==> src/rtl/dram_strobe_pkg.sv <==
`timescale 1ns/1ps
package dram_strobe_pkg;

    // Sequencer phases
    typedef enum logic [2:0] {
        PH_IDLE,     // strobes high, waiting
        PH_ROW_SET,  // row on bus, RAS still high
        PH_ROW,      // RAS low, row held
        PH_COL_SET,  // column on bus, CAS still high
        PH_COL,      // CAS low
        PH_RF_CAS,   // refresh: CAS low, RAS high
        PH_RF_BOTH,  // refresh: both low
        PH_PRECHG    // both high, precharge window
    } phase_e;

endpackage

==> src/rtl/dram_refresh_timer.sv <==
`timescale 1ns/1ps
module dram_refresh_timer #(
    parameter  int REF_PERIOD = 64,
    localparam int CW         = $clog2(REF_PERIOD)
) (
    input  logic clk,
    input  logic rst_n,
    input  logic ref_ack,
    output logic ref_pending
);

    typedef struct packed {
        logic [CW-1:0] cnt;
        logic          pending;
    } tmr_t;

    tmr_t tmr_d, tmr_q;
    logic wrap;

    always_comb begin
        tmr_d = tmr_q;
        wrap  = (tmr_q.cnt == CW'(REF_PERIOD - 1));
        if (wrap) begin
            tmr_d.cnt = '0;
        end else begin
            tmr_d.cnt = tmr_q.cnt + 1'b1;
        end
        tmr_d.pending = wrap | (tmr_q.pending & ~ref_ack);
    end

    always_ff @(posedge clk) begin
        if (!rst_n) begin
            tmr_q <= '0;
        end else begin
            tmr_q <= tmr_d;
        end
    end

    assign ref_pending = tmr_q.pending;

endmodule

==> src/rtl/dram_addr_split.sv <==
`timescale 1ns/1ps
module dram_addr_split #(
    parameter  int ROW_W  = 4,
    parameter  int COL_W  = 4,
    localparam int ADDR_W = ROW_W + COL_W,
    localparam int AB_W   = (ROW_W > COL_W) ? ROW_W : COL_W
) (
    input  logic [ADDR_W-1:0] full_addr,
    output logic [AB_W-1:0]   row_part,
    output logic [AB_W-1:0]   col_part
);

    always_comb begin
        row_part = AB_W'(full_addr[ADDR_W-1:COL_W]);
        col_part = AB_W'(full_addr[COL_W-1:0]);
    end

endmodule

==> src/rtl/dram_seq_fsm.sv <==
`timescale 1ns/1ps
module dram_seq_fsm
    import dram_strobe_pkg::*;
#(
    parameter  int AB_W   = 4,
    parameter  int DATA_W = 8,
    parameter  int T_RCD  = 2,
    parameter  int T_CAS  = 2,
    parameter  int T_RP   = 2,
    localparam int T_MAX  = (T_RCD > T_CAS) ? ((T_RCD > T_RP) ? T_RCD : T_RP)
                                            : ((T_CAS > T_RP) ? T_CAS : T_RP),
    localparam int CNT_W  = $clog2(T_MAX + 1)
) (
    input  logic              clk,
    input  logic              rst_n,
    input  logic              req_valid,
    input  logic              req_write,
    input  logic [AB_W-1:0]   row_part,
    input  logic [AB_W-1:0]   col_part,
    input  logic [DATA_W-1:0] req_wdata,
    input  logic              ref_pending,
    input  logic [DATA_W-1:0] dq_in,
    output logic              ready,
    output logic              ref_ack,
    output logic [AB_W-1:0]   bus_addr,
    output logic              ras_n,
    output logic              cas_n,
    output logic              we_n,
    output logic              dq_oe,
    output logic [DATA_W-1:0] dq_out,
    output logic              rd_valid,
    output logic [DATA_W-1:0] rd_data
);

    typedef struct packed {
        phase_e            ph;
        logic [CNT_W-1:0]  cnt;
        logic              is_wr;
        logic [AB_W-1:0]   col;
        logic [AB_W-1:0]   addr;
        logic              ras_n;
        logic              cas_n;
        logic              we_n;
        logic              oe;
        logic [DATA_W-1:0] wdata;
        logic              rd_valid;
        logic [DATA_W-1:0] rd_data;
    } seq_t;

    seq_t s_d, s_q;

    always_comb begin
        s_d          = s_q;
        s_d.rd_valid = 1'b0;
        ref_ack      = 1'b0;
        unique case (s_q.ph)
            PH_IDLE: begin
                if (ref_pending) begin
                    // refresh wins: column strobe leads
                    ref_ack   = 1'b1;
                    s_d.ph    = PH_RF_CAS;
                    s_d.cas_n = 1'b0;
                end else if (req_valid) begin
                    s_d.ph    = PH_ROW_SET;
                    s_d.addr  = row_part;
                    s_d.col   = col_part;
                    s_d.is_wr = req_write;
                    s_d.we_n  = ~req_write;
                    s_d.oe    = req_write;
                    s_d.wdata = req_wdata;
                end
            end
            PH_ROW_SET: begin
                s_d.ph    = PH_ROW;
                s_d.ras_n = 1'b0;
                s_d.cnt   = CNT_W'(T_RCD - 1);
            end
            PH_ROW: begin
                if (s_q.cnt == '0) begin
                    s_d.ph   = PH_COL_SET;
                    s_d.addr = s_q.col;
                end else begin
                    s_d.cnt = s_q.cnt - 1'b1;
                end
            end
            PH_COL_SET: begin
                s_d.ph    = PH_COL;
                s_d.cas_n = 1'b0;
                s_d.cnt   = CNT_W'(T_CAS - 1);
            end
            PH_COL: begin
                if (s_q.cnt == '0) begin
                    s_d.ph    = PH_PRECHG;
                    s_d.ras_n = 1'b1;
                    s_d.cas_n = 1'b1;
                    s_d.we_n  = 1'b1;
                    s_d.oe    = 1'b0;
                    s_d.cnt   = CNT_W'(T_RP - 1);
                    if (!s_q.is_wr) begin
                        s_d.rd_valid = 1'b1;
                        s_d.rd_data  = dq_in;
                    end
                end else begin
                    s_d.cnt = s_q.cnt - 1'b1;
                end
            end
            PH_RF_CAS: begin
                s_d.ph    = PH_RF_BOTH;
                s_d.ras_n = 1'b0;
                s_d.cnt   = CNT_W'(T_CAS - 1);
            end
            PH_RF_BOTH: begin
                if (s_q.cnt == '0) begin
                    s_d.ph    = PH_PRECHG;
                    s_d.ras_n = 1'b1;
                    s_d.cas_n = 1'b1;
                    s_d.cnt   = CNT_W'(T_RP - 1);
                end else begin
                    s_d.cnt = s_q.cnt - 1'b1;
                end
            end
            PH_PRECHG: begin
                if (s_q.cnt == '0) begin
                    s_d.ph = PH_IDLE;
                end else begin
                    s_d.cnt = s_q.cnt - 1'b1;
                end
            end
            default: begin
                s_d.ph = PH_IDLE;
            end
        endcase
    end

    always_ff @(posedge clk) begin
        if (!rst_n) begin
            s_q          <= '0;
            s_q.ph       <= PH_IDLE;
            s_q.ras_n    <= 1'b1;
            s_q.cas_n    <= 1'b1;
            s_q.we_n     <= 1'b1;
        end else begin
            s_q <= s_d;
        end
    end

    assign ready    = (s_q.ph == PH_IDLE) && !ref_pending;
    assign bus_addr = s_q.addr;
    assign ras_n    = s_q.ras_n;
    assign cas_n    = s_q.cas_n;
    assign we_n     = s_q.we_n;
    assign dq_oe    = s_q.oe;
    assign dq_out   = s_q.wdata;
    assign rd_valid = s_q.rd_valid;
    assign rd_data  = s_q.rd_data;

endmodule

==> src/rtl/dram_strobe_ctrl.sv <==
`timescale 1ns/1ps
module dram_strobe_ctrl #(
    parameter  int ROW_W      = 4,
    parameter  int COL_W      = 4,
    parameter  int DATA_W     = 8,
    parameter  int T_RCD      = 2,
    parameter  int T_CAS      = 2,
    parameter  int T_RP       = 2,
    parameter  int REF_PERIOD = 64,
    localparam int ADDR_W     = ROW_W + COL_W,
    localparam int AB_W       = (ROW_W > COL_W) ? ROW_W : COL_W
) (
    input  logic              clk,
    input  logic              rst_n,
    input  logic              req_valid,
    input  logic              req_write,
    input  logic [ADDR_W-1:0] req_addr,
    input  logic [DATA_W-1:0] req_wdata,
    output logic              req_ready,
    output logic              rd_valid,
    output logic [DATA_W-1:0] rd_data,
    output logic [AB_W-1:0]   dram_addr,
    output logic              dram_ras_n,
    output logic              dram_cas_n,
    output logic              dram_we_n,
    output logic              dram_dq_oe,
    output logic [DATA_W-1:0] dram_dq_out,
    input  logic [DATA_W-1:0] dram_dq_in
);

    logic            ref_pending;
    logic            ref_ack;
    logic [AB_W-1:0] row_part;
    logic [AB_W-1:0] col_part;

    dram_refresh_timer #(
        .REF_PERIOD (REF_PERIOD)
    ) timer_i (
        .clk         (clk),
        .rst_n       (rst_n),
        .ref_ack     (ref_ack),
        .ref_pending (ref_pending)
    );

    dram_addr_split #(
        .ROW_W (ROW_W),
        .COL_W (COL_W)
    ) split_i (
        .full_addr (req_addr),
        .row_part  (row_part),
        .col_part  (col_part)
    );

    dram_seq_fsm #(
        .AB_W   (AB_W),
        .DATA_W (DATA_W),
        .T_RCD  (T_RCD),
        .T_CAS  (T_CAS),
        .T_RP   (T_RP)
    ) seq_i (
        .clk         (clk),
        .rst_n       (rst_n),
        .req_valid   (req_valid),
        .req_write   (req_write),
        .row_part    (row_part),
        .col_part    (col_part),
        .req_wdata   (req_wdata),
        .ref_pending (ref_pending),
        .dq_in       (dram_dq_in),
        .ready       (req_ready),
        .ref_ack     (ref_ack),
        .bus_addr    (dram_addr),
        .ras_n       (dram_ras_n),
        .cas_n       (dram_cas_n),
        .we_n        (dram_we_n),
        .dq_oe       (dram_dq_oe),
        .dq_out      (dram_dq_out),
        .rd_valid    (rd_valid),
        .rd_data     (rd_data)
    );

endmodule

==> config.mk <==
export PLATFORM = sky130hd
export DESIGN_NAME = dram_strobe_ctrl
export DESIGN_NICKNAME = d
export VERILOG_FILES = /design/src/rtl/dram_strobe_pkg.sv /design/src/rtl/dram_refresh_timer.sv /design/src/rtl/dram_addr_split.sv /design/src/rtl/dram_seq_fsm.sv /design/src/rtl/dram_strobe_ctrl.sv
export SDC_FILE = /design/constraint.sdc
export NUM_CORES = 1
export LEC_CHECK = 0
export ABC_AREA = 1
export ABC_CLOCK_PERIOD_IN_PS = 1500
export BUFFER_PORTS_ARGS = -buffer_cell sky130_fd_sc_hd__clkbuf_2
export CAP_MARGIN = 20
export CELL_PAD_IN_SITES_DETAIL_PLACEMENT = 0
export CELL_PAD_IN_SITES_GLOBAL_PLACEMENT = 1
export CORE_UTILIZATION = 35
export CTS_BUF_LIST = sky130_fd_sc_hd__clkbuf_4
export DETAILED_ROUTE_END_ITERATION = 10
export PLACE_DENSITY = 0.82
export SYNTH_ARGS = -nofsm -noshare
export SYNTH_HDL_FRONTEND = slang
export SYNTH_HIERARCHICAL = 1
export SYNTH_SLANG_ARGS = --single-unit
==> constraint.sdc <==
create_clock -name clk -period 1.5 [get_ports clk]
set_clock_uncertainty 0.2 [all_clocks]
set_input_delay 0.075 -clock clk [delete_from_list [all_inputs] [get_ports clk]]
set_output_delay 0.075 -clock clk [all_outputs]
set_load 0.05 [all_outputs]
Word level (Yosys, flattened, before mapping):

Index checks and enable logic that the tools add are counted.

* register bits after elaboration: 42
* bits in latches: 0
* input bits: 28
* output and inout port bits: 26
* ROM bits: 0
* logic and storage cells: 88
* RAM bits: 0
* memories: 0

* reduce and logical (&&, ||, !) cells: 23
* shift-type cells: 0
* multiply operators: 0
* eq/ne operators: 18
* bitwise logic cells: 7
* divide/modulo/power cells: 0
* multiplexer cells: 24
* magnitude comparators: 0
* add/subtract/negate cells: 2

Operators by type and width (number)
* $pmux 3 s7: 1
* $mux 10: 2
* $mux 4: 4
* $reduce_and 4->1: 4
* $mux 3: 5
* $eq 3x3->1 const B: 4
* $reduce_and 3->1: 4
* $ne 2x1->1 const B: 5
* $mux 9: 1
* $ne 2x2->1 const B: 4
* $pmux 4 s2: 1
* $reduce_or 2->1: 4
* $add 6x1->6 const B: 1
* $eq 3x2->1 const B: 2
* $eq 6x6->1 const B: 1
* $mux 2: 3
* $pmux 2 s3: 1
* $reduce_bool 3->1: 2
* $not 1->1: 5
* $pmux 1 s4: 1
* $pmux 2 s2: 1
* $reduce_bool 2->1: 2
* $reduce_bool 4->1: 1
* $eq 3x1->1 const B: 1
* other kinds (12): 14

Logic depth before layout (Yosys ltp):

* word-level depth: 5
* gate-level depth with buffers: 10
* depth with buffers taken out: 9

By module:

Netlist, hierarchy kept.

By module, submodules not included
* dram_seq_fsm: instances 1, area an instance 1695.4 sq um, cells each 238, sequential area each 700.7 sq um
* dram_refresh_timer: instances 1, area an instance 291.5 sq um, cells each 35, sequential area each 140.1 sq um
* dram_addr_split: instances 1, area an instance 60.1 sq um, cells each 8, sequential area each 0.0 sq um

Worst setup path after synthesis:

OpenSTA, ideal clock, no wires.

* kind: reg-to-reg
* from: register seq_i/s_q[32] in the netlist's numbering
* to: register seq_i/s_q[25] in the netlist's numbering
* cell stages (with the launch flop): 8
* buffers on the path: 1
* setup slack: -104 ps
* arrival time: 1289 ps
* cell sequence: dfxtp_1 nor2_2 nand3_2 inv_2 nand2_4 buf_6 nor2_1 nor2_1

* word-level cells in the longest chain between the ends: 2

RTL lines
* from (decl): RTL line dram_seq_fsm.sv:50 `seq_t s_d, s_q;`
* $logic_not 3->1: RTL line dram_seq_fsm.sv:56 `unique case (s_q.ph)`
* $reduce_and 3->1 (no source line)

Every way passes these cells.
A chain may end at the register's enable or synchronous reset.

Worst setup path in the final report:

* from: register seq_i/s_q[32] in the netlist's numbering
* to: output req_ready

* word-level cells in the longest chain between the ends: 2

RTL lines
* $logic_not 3->1: RTL line dram_seq_fsm.sv:147 `assign ready = (s_q.ph == PH_IDLE) && !ref_pending;`
* $logic_and 1x1->1: RTL line dram_seq_fsm.sv:147
* to (decl): RTL line dram_strobe_ctrl.sv:19 `output logic req_ready,`

Every way passes these cells.

==> metrics.yaml <==
pwr_density_cell_nw_per_um2: 1880
wl_met3_um: 171
clkTransAtPathRegs_ps: 140
synth_ff_type: "dfxtp_1"
first_pass_iters: 4
min_period_ps: 1500
antenna_cells: 0
min_to: "seq_i/dq_out[1]$_SDFFE_PN0P_"
setup_viol: 1
wl_met2_um: 2280
fin_setup_tns_ps: -0.567
crit_buf_inv: 2
status: "finished, violations left"
area_growth_pct: 35.5
synth_area_leader_cell: "dfxtp_1"
drc_errors: 0
highest_layer: "met4"
hp-class: "input port to register"
layout_setup_ws_ps: -0.567
htree_levels: 2
worst_hold_slack_ps: 267
grt_pass1_vias: 1822
worstPathMaxFanout: 4
num-fill-cells: 572
finish.utilization: 0.498
first_iter_violations: 64
gp_congestion: 0.861
vias_per_cell: 4.42
synthesis.area_um2: 2050
cts_tree: "done"
worstPathCellList: "nor2_4 > nand3_4 > clkinv_4 > clkbuf_16"
overflow: 0
arrival_ps: 1230
cts-root-buf: "clkbuf_4"
seq_area_um2: 852
syn_area_per_cell_um2: 7.28
reg2reg_from: "seq_i/s_q[32]$_SDFFE_PN0P_"
antenna_found_initial: 0
dieWidth_um: 78.5
timing.critical_path.max_delay_family: "flip-flops"
violations: "setup timing"
grt_max_degree: 16
worst_setup_path_start_kind: "register"
synth_cell_types: 25
cp-end-kind: "output port"
drv_cap: 0
syn_inst: 281
synth-edff-count: 0
met1_length_um: 2080
vias: 1877
clock_path_buffers: 2
nets: 383
ys_seq_elements: 42
min-delay-start: "req_wdata[1]"
syn-num-nets: 312
r2r_end: "seq_i/dq_out[5]$_SDFFE_PN0P_"
reg2reg_depth: 6
crit_required_ps: 1220
fin_crit_sh: 1.00
synth_warnings: 6
multi_input_area_um2: 947
r2r_slack_ps: 50
io_buffer_count: 53
relSlewSlack: 0.803
core_area_um2: 5570
post_drt_wl_per_cell_um: 10.8
rsz0062_at_grt: "yes"
criticalPathCategory: "register to output port"
track_usage: 0.154
dieArea_um2: 6160
cts-buffers-inserted: 5
final_cell_mix: "nor2_1 (59), clkbuf_2 (52), nand2_1 (43), dfxtp_1 (37), dlygate4sd3_1 (27)"
p_leak_nw: 1.34
ys_seq_area_frac: 0.411
rows: 27
worstSkewPairLatency_ps: 360
tightest_slew_ps: 296
clkSinkCount: 42
pre_cts_ws_ps: -64.9
slowest_delay_ps: 380
synthArstFlopShare: 0
yosys-top-cells-area: "dfxtp_1 (41%), nor2_1 (11%), buf_4 (11%)"
cpMaxStageDelayCell: "dfxtp_4"
dp_hpwl_um: 3140
dieHeight_um: 78.5
whs_path_depth: 4
grt_pass1_wl_um: 7640
finalPower_mw: 5.22
hold_violations: 0
maxSlewViolCount: 0
boundaryPins: 54
synth.top_cell.area_share: 0.411
final_common_cell: "nor2_1"
fmax_mhz: 666
start_util: 0.367
ant_nets: 0
layout-drive-gt1-share: 0.329
drt_wl_total_um: 4610
ir_worst_vdd_uv: 677
-- worst max-delay path by stage --
stage          slack (ps)                  startpoint                             end  cells after the start
2_1_floorplan          40  seq_i/s_q[32]$_SDFFE_PN0P_      seq_i/s_q[25]$_SDFFE_PN0P_                      7
3_3_place_gp          -20  seq_i/s_q[31]$_SDFFE_PN0P_   seq_i/rd_data[7]$_SDFFE_PN0P_                      8
3_5_place_dp          -60  seq_i/s_q[31]$_SDFFE_PN0P_   seq_i/rd_data[3]$_SDFFE_PN0P_                      8
4_1_cts               -30  seq_i/s_q[31]$_SDFFE_PN0P_   seq_i/rd_data[7]$_SDFFE_PN0P_                      7
5_1_grt               -80  seq_i/s_q[33]$_SDFFE_PN0P_  seq_i/bus_addr[3]$_SDFFE_PN0P_                      9
6_report             -0.6  seq_i/s_q[32]$_SDFFE_PN0P_                       req_ready                      4
-- metal layers --
layer / GRT usage / up-vias
li1: - / 996
met1: 0.177 / 832
met2: 0.276 / 40
met3: 0.0314 / 9
met4: 0.0648 / 0
met5: 0 / -
-- area by class of cell --
type                            count  share of cell area
Clock buffer                        5              0.0135
Inverter                           26              0.0406
Multi-Input combinational cell    179               0.341
Timing Repair Buffer               98               0.256
Tap cell                           72              0.0325
Sequential cell                    42               0.307
Clock inverter                      3             0.00902
-- cell usage after synthesis (2+ instances only) --
cell type / n
clkbuf_1: 2
o21ai_0: 21
buf_6: 2
nor2_1: 62
buf_4: 29
nand2_1: 51
nor2_4: 2
inv_2: 3
a21oi_1: 5
ha_1: 3
nand2_4: 2
inv_1: 23
nand3_1: 17
dfxtp_1: 42
xor2_1: 2
nor2_2: 2
nand3_2: 4
nand4_1: 2
-- report_power, final --
part	internal (mW)	switching [mW]	total, mW
registers	1.43	0.180	1.61
logic	1.07	1.95	3.03
clock network	0.191	0.394	0.585
-- kinds of logic (layout without fill, tap and decap cells) --
kind of cell	Yosys count	count (layout)	synth area share
flops	42	42	0.411
fa+ha+maj	3	3	0.0183
buf+inv	60	132	0.171
simple gates	144	144	0.312
compound gates	29	29	0.0752
xor+xnor	3	3	0.0128
-- timing repair --
item	in CTS	in global routing
resized for setup	10	38
hold endpoints to repair	35	0
hold buffers	27	0
pin swaps	2	12
endpoints found under the setup margin	12	25
setup buffers	2	3
gates cloned	0	0
-- sequential cells by signal (all words and copies together) (netlist names) --
name,cells
seq_i/bus_addr,4
seq_i/rd_data,8
seq_i/rd_valid,1
seq_i/s_q,10
seq_i/dq_out,8
seq_i/cas_n,1
seq_i/ras_n,1
seq_i/dq_oe,1
seq_i/we_n,1
timer_i/tmr_q,6
timer_i/ref_pending,1
-- metrics by stage --
stage / instances / cell area [um2]
2_1_floorplan: 281 / 2060
3_3_place_gp: 385 / 2260
3_5_place_dp: 385 / 2260
4_1_cts: 422 / 2660
5_1_grt: 425 / 2770
6_report: 425 / 2770
-- worst min-delay path: stages --
cell	delay, ps
dlygate4sd3_1	520
clkbuf_2	90
nor2_1	30
nor2_1	80
Power figures use the tool's default switching activity.
